## src/rtl/sar_pkg.sv

```systemverilog
package sar_pkg;

  typedef enum logic [1:0] {
    ST_IDLE    = 2'd0,
    ST_SAMPLE  = 2'd1,
    ST_CONVERT = 2'd2
  } sarState_t;

  // Strobes from control to datapath
  typedef struct packed {
    logic clearAll;   // new sequence: flags and trial register cleared
    logic loadTrial;  // put the top trial bit on the DAC
    logic resolve;    // settle the current trial bit
    logic store;      // last bit of a conversion: write the result
    logic seqEnd;     // last conversion of the group
  } sarStrobe_t;

endpackage

```

## src/rtl/sar_ctrl.sv

```systemverilog
module sar_ctrl
  import sar_pkg::*;
#(
  parameter int N_CH    = 8,
  parameter int RES_MAX = 10,
  parameter int PRS_W   = 5,
  localparam int CH_W   = $clog2(N_CH),
  localparam int BIT_W  = $clog2(RES_MAX),
  localparam int RES_MIN = RES_MAX - 2
) (
  input  logic             clk,
  input  logic             rstN,
  input  logic             wrEn,
  input  logic [1:0]       wrAddr,
  input  logic [7:0]       wrData,
  output sarStrobe_t       strobe,
  output logic [BIT_W-1:0] bitIdx,
  output logic [BIT_W-1:0] msbIdx,
  output logic [CH_W-1:0]  chanSel,
  output logic             active,
  output logic             sampleOut,
  output logic [PRS_W-1:0] prs,
  output logic [1:0]       stCode,
  output logic             res10,
  output logic             grpHi,
  output logic             wide,
  output logic             cont
);

  sarState_t state;
  logic wr0, wr1, wrAny;
  logic [PRS_W:0]   firstDiv;
  logic [PRS_W+1:0] period, divCnt;
  logic [4:0]       sampleClocks, sampCnt;
  logic [CH_W-1:0]  convIdx, lastIdx, baseCh;
  logic tick, tickEff, sampleLast;

  assign wr0   = wrEn && (wrAddr == 2'd0);
  assign wr1   = wrEn && (wrAddr == 2'd1);
  assign wrAny = wr0 || wr1;

  // Two-stage prescaler: modulus stage (minimum 2) then divide by two
  assign firstDiv = (prs == '0) ? (PRS_W+1)'(2) : ({1'b0, prs} + (PRS_W+1)'(1));
  assign period   = {firstDiv, 1'b0};
  assign tick     = (state != ST_IDLE) && (divCnt == period - (PRS_W+2)'(1));
  assign tickEff  = tick && !wrAny;

  always_ff @(posedge clk) begin
    if (!rstN || wr1 || state == ST_IDLE || tick) divCnt <= '0;
    else                                          divCnt <= divCnt + (PRS_W+2)'(1);
  end

  assign sampleClocks = 5'd2 << stCode;
  assign sampleLast   = (sampCnt == sampleClocks - 5'd1);
  assign lastIdx      = wide ? CH_W'(N_CH - 1) : CH_W'(N_CH / 2 - 1);
  assign baseCh       = grpHi ? CH_W'(N_CH / 2) : '0;
  assign chanSel      = wide ? convIdx : (baseCh + convIdx);
  assign msbIdx       = res10 ? BIT_W'(RES_MAX - 1) : BIT_W'(RES_MIN - 1);
  assign active       = (state != ST_IDLE);
  assign sampleOut    = (state == ST_SAMPLE);

  always_ff @(posedge clk) begin
    if (!rstN) begin
      state <= ST_IDLE; prs <= '0; stCode <= '0; res10 <= 1'b0;
      grpHi <= 1'b0; wide <= 1'b0; cont <= 1'b0;
      sampCnt <= '0; convIdx <= '0; bitIdx <= '0;
    end else if (wr0) begin
      state  <= ST_IDLE;
      prs    <= wrData[PRS_W-1:0];
      stCode <= wrData[6:5];
      res10  <= wrData[7];
    end else if (wr1) begin
      grpHi   <= wrData[0];
      wide    <= wrData[1];
      cont    <= wrData[2];
      state   <= ST_SAMPLE;
      sampCnt <= '0;
      convIdx <= '0;
    end else if (tick) begin
      case (state)
        ST_SAMPLE: begin
          if (sampleLast) begin
            state  <= ST_CONVERT;
            bitIdx <= msbIdx;
          end else begin
            sampCnt <= sampCnt + 5'd1;
          end
        end
        ST_CONVERT: begin
          if (bitIdx == '0) begin
            sampCnt <= '0;
            if (convIdx == lastIdx) begin
              convIdx <= '0;
              state   <= cont ? ST_SAMPLE : ST_IDLE;
            end else begin
              convIdx <= convIdx + CH_W'(1);
              state   <= ST_SAMPLE;
            end
          end else begin
            bitIdx <= bitIdx - BIT_W'(1);
          end
        end
        default: state <= ST_IDLE;
      endcase
    end
  end

  always_comb begin
    strobe           = '0;
    strobe.clearAll  = wr1;
    strobe.loadTrial = tickEff && (state == ST_SAMPLE) && sampleLast;
    strobe.resolve   = tickEff && (state == ST_CONVERT);
    strobe.store     = strobe.resolve && (bitIdx == '0);
    strobe.seqEnd    = strobe.store && (convIdx == lastIdx);
  end

  // a write to control 0 halts the converter
  p_ctl0_halts_r5: assert property (@(posedge clk) disable iff (!rstN)
    wr0 |=> (!active && !sampleOut));

  // a write to control 1 starts a new sequence in the sample phase
  p_ctl1_starts_r6: assert property (@(posedge clk) disable iff (!rstN)
    wr1 |=> (active && sampleOut));

  // channel select only moves at the end of a conversion
  p_chan_hold_r3: assert property (@(posedge clk) disable iff (!rstN)
    (active && !wrAny && !strobe.store) |=> $stable(chanSel));

  // single mode returns to idle after the last channel
  p_single_idle_r8: assert property (@(posedge clk) disable iff (!rstN)
    (strobe.seqEnd && !cont && !wrAny) |=> !active);

endmodule

```

## src/rtl/sar_dpath.sv

```systemverilog
module sar_dpath
  import sar_pkg::*;
#(
  parameter int N_CH    = 8,
  parameter int RES_MAX = 10,
  localparam int CH_W   = $clog2(N_CH),
  localparam int BIT_W  = $clog2(RES_MAX),
  localparam int RES_MIN = RES_MAX - 2
) (
  input  logic                      clk,
  input  logic                      rstN,
  input  sarStrobe_t                strobe,
  input  logic [BIT_W-1:0]          bitIdx,
  input  logic [BIT_W-1:0]          msbIdx,
  input  logic [CH_W-1:0]           chanSel,
  input  logic                      cmpHigh,
  input  logic                      res10,
  output logic [RES_MAX-1:0]        dacCode,
  output logic [N_CH*RES_MAX-1:0]   resultFlat,
  output logic [N_CH-1:0]           doneFlags,
  output logic                      seqDone
);

  localparam logic [RES_MAX-1:0] ONE = RES_MAX'(1);

  logic [RES_MAX-1:0] sar, nextSar, trialMask, lowerMask;
  logic [RES_MAX-1:0] results [N_CH];

  assign trialMask = ONE << bitIdx;
  assign lowerMask = trialMask >> 1;
  assign nextSar   = (sar & ~(cmpHigh ? trialMask : '0)) | lowerMask;
  assign dacCode   = sar;

  always_ff @(posedge clk) begin
    if (!rstN) begin
      sar <= '0; doneFlags <= '0; seqDone <= 1'b0;
      for (int i = 0; i < N_CH; i++) results[i] <= '0;
    end else if (strobe.clearAll) begin
      sar <= '0; doneFlags <= '0; seqDone <= 1'b0;
    end else begin
      if (strobe.loadTrial) sar <= ONE << msbIdx;
      else if (strobe.resolve) sar <= nextSar;
      if (strobe.store) begin
        results[chanSel]   <= nextSar;
        doneFlags[chanSel] <= 1'b1;
      end
      if (strobe.seqEnd) seqDone <= 1'b1;
    end
  end

  for (genvar g = 0; g < N_CH; g++) begin : g_flat
    assign resultFlat[g*RES_MAX +: RES_MAX] = results[g];
  end

  // the first trial is a single bit
  p_msb_first_r2: assert property (@(posedge clk) disable iff (!rstN)
    strobe.loadTrial |=> ($countones(dacCode) == 1));

  // 8-bit results carry zero upper bits
  p_justify_r10: assert property (@(posedge clk) disable iff (!rstN)
    (strobe.store && !res10) |-> (nextSar[RES_MAX-1:RES_MIN] == '0));

  // a new sequence clears the completion flags
  p_flags_clear_r6: assert property (@(posedge clk) disable iff (!rstN)
    strobe.clearAll |=> (doneFlags == '0 && !seqDone));

endmodule

```

## src/rtl/sar_conv_ctrl.sv

```systemverilog
module sar_conv_ctrl
  import sar_pkg::*;
#(
  parameter int N_CH    = 8,
  parameter int RES_MAX = 10,
  parameter int PRS_W   = 5,
  localparam int CH_W   = $clog2(N_CH),
  localparam int BIT_W  = $clog2(RES_MAX),
  localparam int RD_W   = 16
) (
  input  logic               clk,
  input  logic               rstN,
  input  logic               wrEn,
  input  logic [1:0]         wrAddr,
  input  logic [7:0]         wrData,
  input  logic [CH_W:0]      rdAddr,
  output logic [RD_W-1:0]    rdData,
  input  logic               cmpHigh,
  output logic [RES_MAX-1:0] dacCode,
  output logic [CH_W-1:0]    chanSel,
  output logic               sampleOut
);

  sarStrobe_t strobe;
  logic [BIT_W-1:0] bitIdx, msbIdx;
  logic active, res10, grpHi, wide, cont, seqDone;
  logic [PRS_W-1:0] prs;
  logic [1:0] stCode;
  logic [N_CH-1:0] doneFlags;
  logic [N_CH*RES_MAX-1:0] resultFlat;

  sar_ctrl #(.N_CH(N_CH), .RES_MAX(RES_MAX), .PRS_W(PRS_W)) u_ctrl (
    .clk(clk), .rstN(rstN), .wrEn(wrEn), .wrAddr(wrAddr), .wrData(wrData),
    .strobe(strobe), .bitIdx(bitIdx), .msbIdx(msbIdx), .chanSel(chanSel),
    .active(active), .sampleOut(sampleOut), .prs(prs), .stCode(stCode),
    .res10(res10), .grpHi(grpHi), .wide(wide), .cont(cont)
  );

  sar_dpath #(.N_CH(N_CH), .RES_MAX(RES_MAX)) u_dpath (
    .clk(clk), .rstN(rstN), .strobe(strobe), .bitIdx(bitIdx), .msbIdx(msbIdx),
    .chanSel(chanSel), .cmpHigh(cmpHigh), .res10(res10), .dacCode(dacCode),
    .resultFlat(resultFlat), .doneFlags(doneFlags), .seqDone(seqDone)
  );

  always_comb begin
    rdData = '0;
    if (rdAddr[CH_W]) begin
      rdData = RD_W'(resultFlat[rdAddr[CH_W-1:0]*RES_MAX +: RES_MAX]);
    end else begin
      case (rdAddr[1:0])
        2'd0:    rdData = RD_W'({res10, stCode, prs});
        2'd1:    rdData = RD_W'({cont, wide, grpHi});
        2'd2:    rdData = RD_W'({seqDone, active, chanSel, doneFlags});
        default: rdData = '0;
      endcase
    end
  end

endmodule

```

## config.mk

```make
export PLATFORM = sky130hd
export DESIGN_NAME = sar_conv_ctrl
export DESIGN_NICKNAME = d
export VERILOG_FILES = /design/src/rtl/sar_pkg.sv /design/src/rtl/sar_ctrl.sv /design/src/rtl/sar_dpath.sv /design/src/rtl/sar_conv_ctrl.sv
export SDC_FILE = /design/constraint.sdc
export NUM_CORES = 1
export LEC_CHECK = 0
export BUFFER_PORTS_ARGS = -buffer_cell sky130_fd_sc_hd__buf_2
export CORE_UTILIZATION = 57
export DETAILED_ROUTE_END_ITERATION = 8
export PLACE_DENSITY = 0.76
export SLEW_MARGIN = 20
export SYNTH_ARGS = -nofsm -noshare
export SYNTH_HDL_FRONTEND = slang
export SYNTH_HIERARCHICAL = 1
export SYNTH_SLANG_ARGS = --single-unit
```

## constraint.sdc

```tcl
create_clock -name clk -period 5.15 [get_ports clk]
set_clock_uncertainty 0.05 [all_clocks]
set_input_delay 1.545 -clock clk [delete_from_list [all_inputs] [get_ports clk]]
set_output_delay 1.545 -clock clk [all_outputs]
set_load 0.01 [all_outputs]
```

==> flow_metrics.tcl <==
set metrics [dict create \
    worst_hold_slack_ps 396 \
    crit_family "buffers and inverters" \
    final-hold-violation-count 0 \
    io_buffers 44 \
    crit_arrival_ps 3090 \
    crit_fanout 25 \
    hold_path_startpoint "u_dpath/doneFlags[5]" \
    timing.slew.headroom_pct 26.3 \
    report.final.setup_viol 0 \
    setup.worst_path.class "in -> out" \
    place_area_sq_um 7180 \
    synth-seq-area-share_pct 49.2 \
    final-max-slew-violation-count 0 \
    p_sw_mw 0.574 \
    crit_top_cell "buf_2" \
    synth_async_sr_flop_share_pct 0 \
    synth.top_cell.area_share_pct 34.5 \
    tritoncts.num_buffers 17 \
    share_of_layout_cells_above_drive_strength_1_pct 14.7 \
    synth-edff-count 80 \
    avgRoutedWirePerCell_um 19.4 \
    postSynth.topFlopCell "edfxtp_1" \
    floorplan.initialDensity_pct 59.6 \
    number_of_nets_in_the_layout 758 \
    synthesis.area_sq_um 6960 \
    crit_path_start_kind "input port" \
    yosysMostFrequentCell "nor2_1" \
    rr_worst_depth 13 \
    clock_power_share_pct 46.8 \
    gr-usage-all-layers_pct 28.9 \
    post-route-drc-count 0 \
    hold_class "reg -> reg" \
    n_fill_cell 881 \
    comb_power_share_pct 7.1 \
    total_power_mw 2.51 \
    die_area_sq_um 12600 \
    clock_sink_count 131 \
    detail_route.vias_per_cell 6.21 \
    area.growth.synth_to_final_pct 11.7 \
    cell_count_after_synthesis 700 \
    cts.clk_slew.worst_paths_ps 50 \
    fmaxAchievable_ghz 0.213 \
    core_region_area_sq_um 11700 \
    cp_data_required_time_ps 3560 \
    internal_power_mw 1.94 \
    setup.reg_to_reg.worst_slack_ps 510 \
    drt_pass1_iterations 5 \
    yosys.cell_types.count 67 \
    part_of_the_total_power_dissipated_in_sequential_elements_pct 46.1 \
    count_of_maximum_capacitance_violations 0 \
    antenna_found_initial 0 \
    num_vias 5506 \
    n_antenna_cell 0 \
    leakage_nw 2.93 \
    r2r_start "u_ctrl/prs[0]" \
    cts_root_buf "clkbuf_16" \
    grt_overflow_total 0 \
    grt_first_pass_wirelength_mm 27.4 \
    cell_chain_of_the_critical_path "buf_2, mux4_2, nand2b_1, a32o_1, buf_2" \
    unrepaired_setup_endpoints_after_global_routing "no" \
    power.density_cell_area_nw_per_um2 323 \
    drtIter0Drc 549 \
    cts_repair_resize_count 0 \
    worst_skew_pair.late_latency_ps 420 \
    cts_tree "yes" \
    cp_slowest_cell "mux4_2" \
    outcome "finished, final reports clean" \
    synth_warn 6 \
    floorplan.die.width_um 112 \
    fin_crit_ps 4690 \
    setup-tns-final_ps 0 \
    h-tree-depth 4 \
    clock_tree.buffer_depth 2 \
    p_sw_share_pct 22.9 \
    drt-total-wl_mm 17.2 \
    postCtsSetupRepairBufs 0 \
    postSynthRegisterBits 131 \
    reg2reg_to "u_dpath/results[7][0]" \
    hold_path_end "u_dpath/doneFlags[5]" \
    top_level_ports 48 \
    syn_area_per_cell_sq_um 9.94 \
    hold_path_depth 2 \
    delay_of_the_slowest_cell_on_the_worst_path_ps 560 \
    post_synth_most_frequent_cells "nor2_1 (113), edfxtp_1 (80), nand2_1 (68)" \
    finalCritPeriodShare_pct 91.0 \
    max_slew.worst_pin.slew_ps 1110 \
    synth_top_area_cell "edfxtp_1" \
    detail-route-antenna-nets 0 \
    maximum_vdd_drop_mv 0.232 \
    detailed_placer_s_ending_hpwl_mm 11.8 \
    row_count 39 \
    design_area_sq_um 7770 \
    gpl.final_weighted_congestion 0.866 \
    post_synth_main_area_contributors "edfxtp_1 (35%), dfxtp_1 (15%), nor2_1 (6.1%)" \
    path_buf_inv 2 \
    grt_max_degree 46 \
    die_height_um 112 \
    critical_path.endpoint_type "primary output" \
    first_global_vias 5246 \
    cts_hold_repair.buffers 0 \
]
## cells by family after synthesis
logic type      after synthesis  synth area share [%]
compound gates              138                  13.9
other cells                   2                 0.108
flops                       131                  49.2
mux                          46                  7.84
buf+inv                      71                  5.29
simple gates                287                  19.9
fa+ha+maj                    10                  1.80
xor+xnor                     15                  1.89
## sequential cells by signal, summed over array words and instances (netlist names), 2 cells and up
signal and cells:
u_dpath/results 80, u_dpath/dacCode 10, u_dpath/doneFlags 8, u_ctrl/divCnt 7, u_ctrl/prs 5, u_ctrl/sampCnt 5
u_ctrl/bitIdx 4, u_ctrl/convIdx 3, u_ctrl/stCode 2, u_ctrl/state 2
## layer usage
metal	vias up	share of wire, %	track usage (%)
met5	-	0	0
met3	25	9.0	8.80
met4	0	2.2	12.1
met2	256	48	46.5
li1	2579	-	-
met1	2646	41	36.2
## power groups by stage
stage / clock network (mW) / registers, mW / logic [mW]
after CTS: 1.19 / 1.16 / 0.176
after global routing: 1.24 / 1.16 / 0.193
after global placement: 0 / 1.18 / 0.171
after detailed placement: 0 / 1.18 / 0.175
final: 1.18 / 1.16 / 0.178
after floorplan: 0 / 1.17 / 0.133
## worst max-delay path by stage
stage / from / end / depth (start not counted)
2_1_floorplan: rdAddr[0] / rdData[8] / 4
3_3_place_gp: rdAddr[0] / rdData[8] / 5
3_5_place_dp: rdAddr[0] / rdData[8] / 5
4_1_cts: rdAddr[0] / rdData[8] / 5
5_1_grt: u_ctrl/prs[0] / u_dpath/results[1][0] / 13
6_report: rdAddr[0] / rdData[8] / 5
## placed cells by master, fill, tap and decap left out, drive strengths merged, types with 6 or more instances in the layout
cell	count
nor2	113
edfxtp	80
nand2	68
buf	56
dfxtp	51
a21oi	35
mux2i	32
o21ai	31
inv	26
clkbuf	21
nand3	19
nor2b	17
nand2b	12
nor3	11
ha	10
a21o	10
mux2	9
xor2	8
nor3b	7
xnor2	7
clkinv	7
and2	6
a211oi	6
## area by class of cell
| class | count | area, sq um | area share, % |
|---|---|---|---|
| flip-flops and latches | 131 | 3420 | 44.1 |
| well taps | 143 | 179 | 2.30 |
| clock inverters | 11 | 131 | 1.69 |
| multi-input cells | 500 | 3170 | 40.8 |
| repair buffers | 56 | 320 | 4.12 |
| clock buffers | 21 | 450 | 5.80 |
| inverters | 24 | 90.1 | 1.16 |
## tightest hold or removal path, delay by kind of cell (launching register included)
family           cells  cell delay [ps]
AND/OR/NAND/NOR      2               90
flip-flops           1              310
## stage by stage
| step | instances | util (%) | worst slack, ps |
|---|---|---|---|
| 6_report | 886 | 66.6 | 463 |
| 5_1_grt | 886 | 66.6 | 309 |
| 4_1_cts | 885 | 66.5 | 468 |
| 3_5_place_dp | 853 | 61.6 | 454 |
| 3_3_place_gp | 853 | 61.6 | 488 |
| 2_1_floorplan | 702 | - | 1020 |
(Power assumes the default switching activity.)
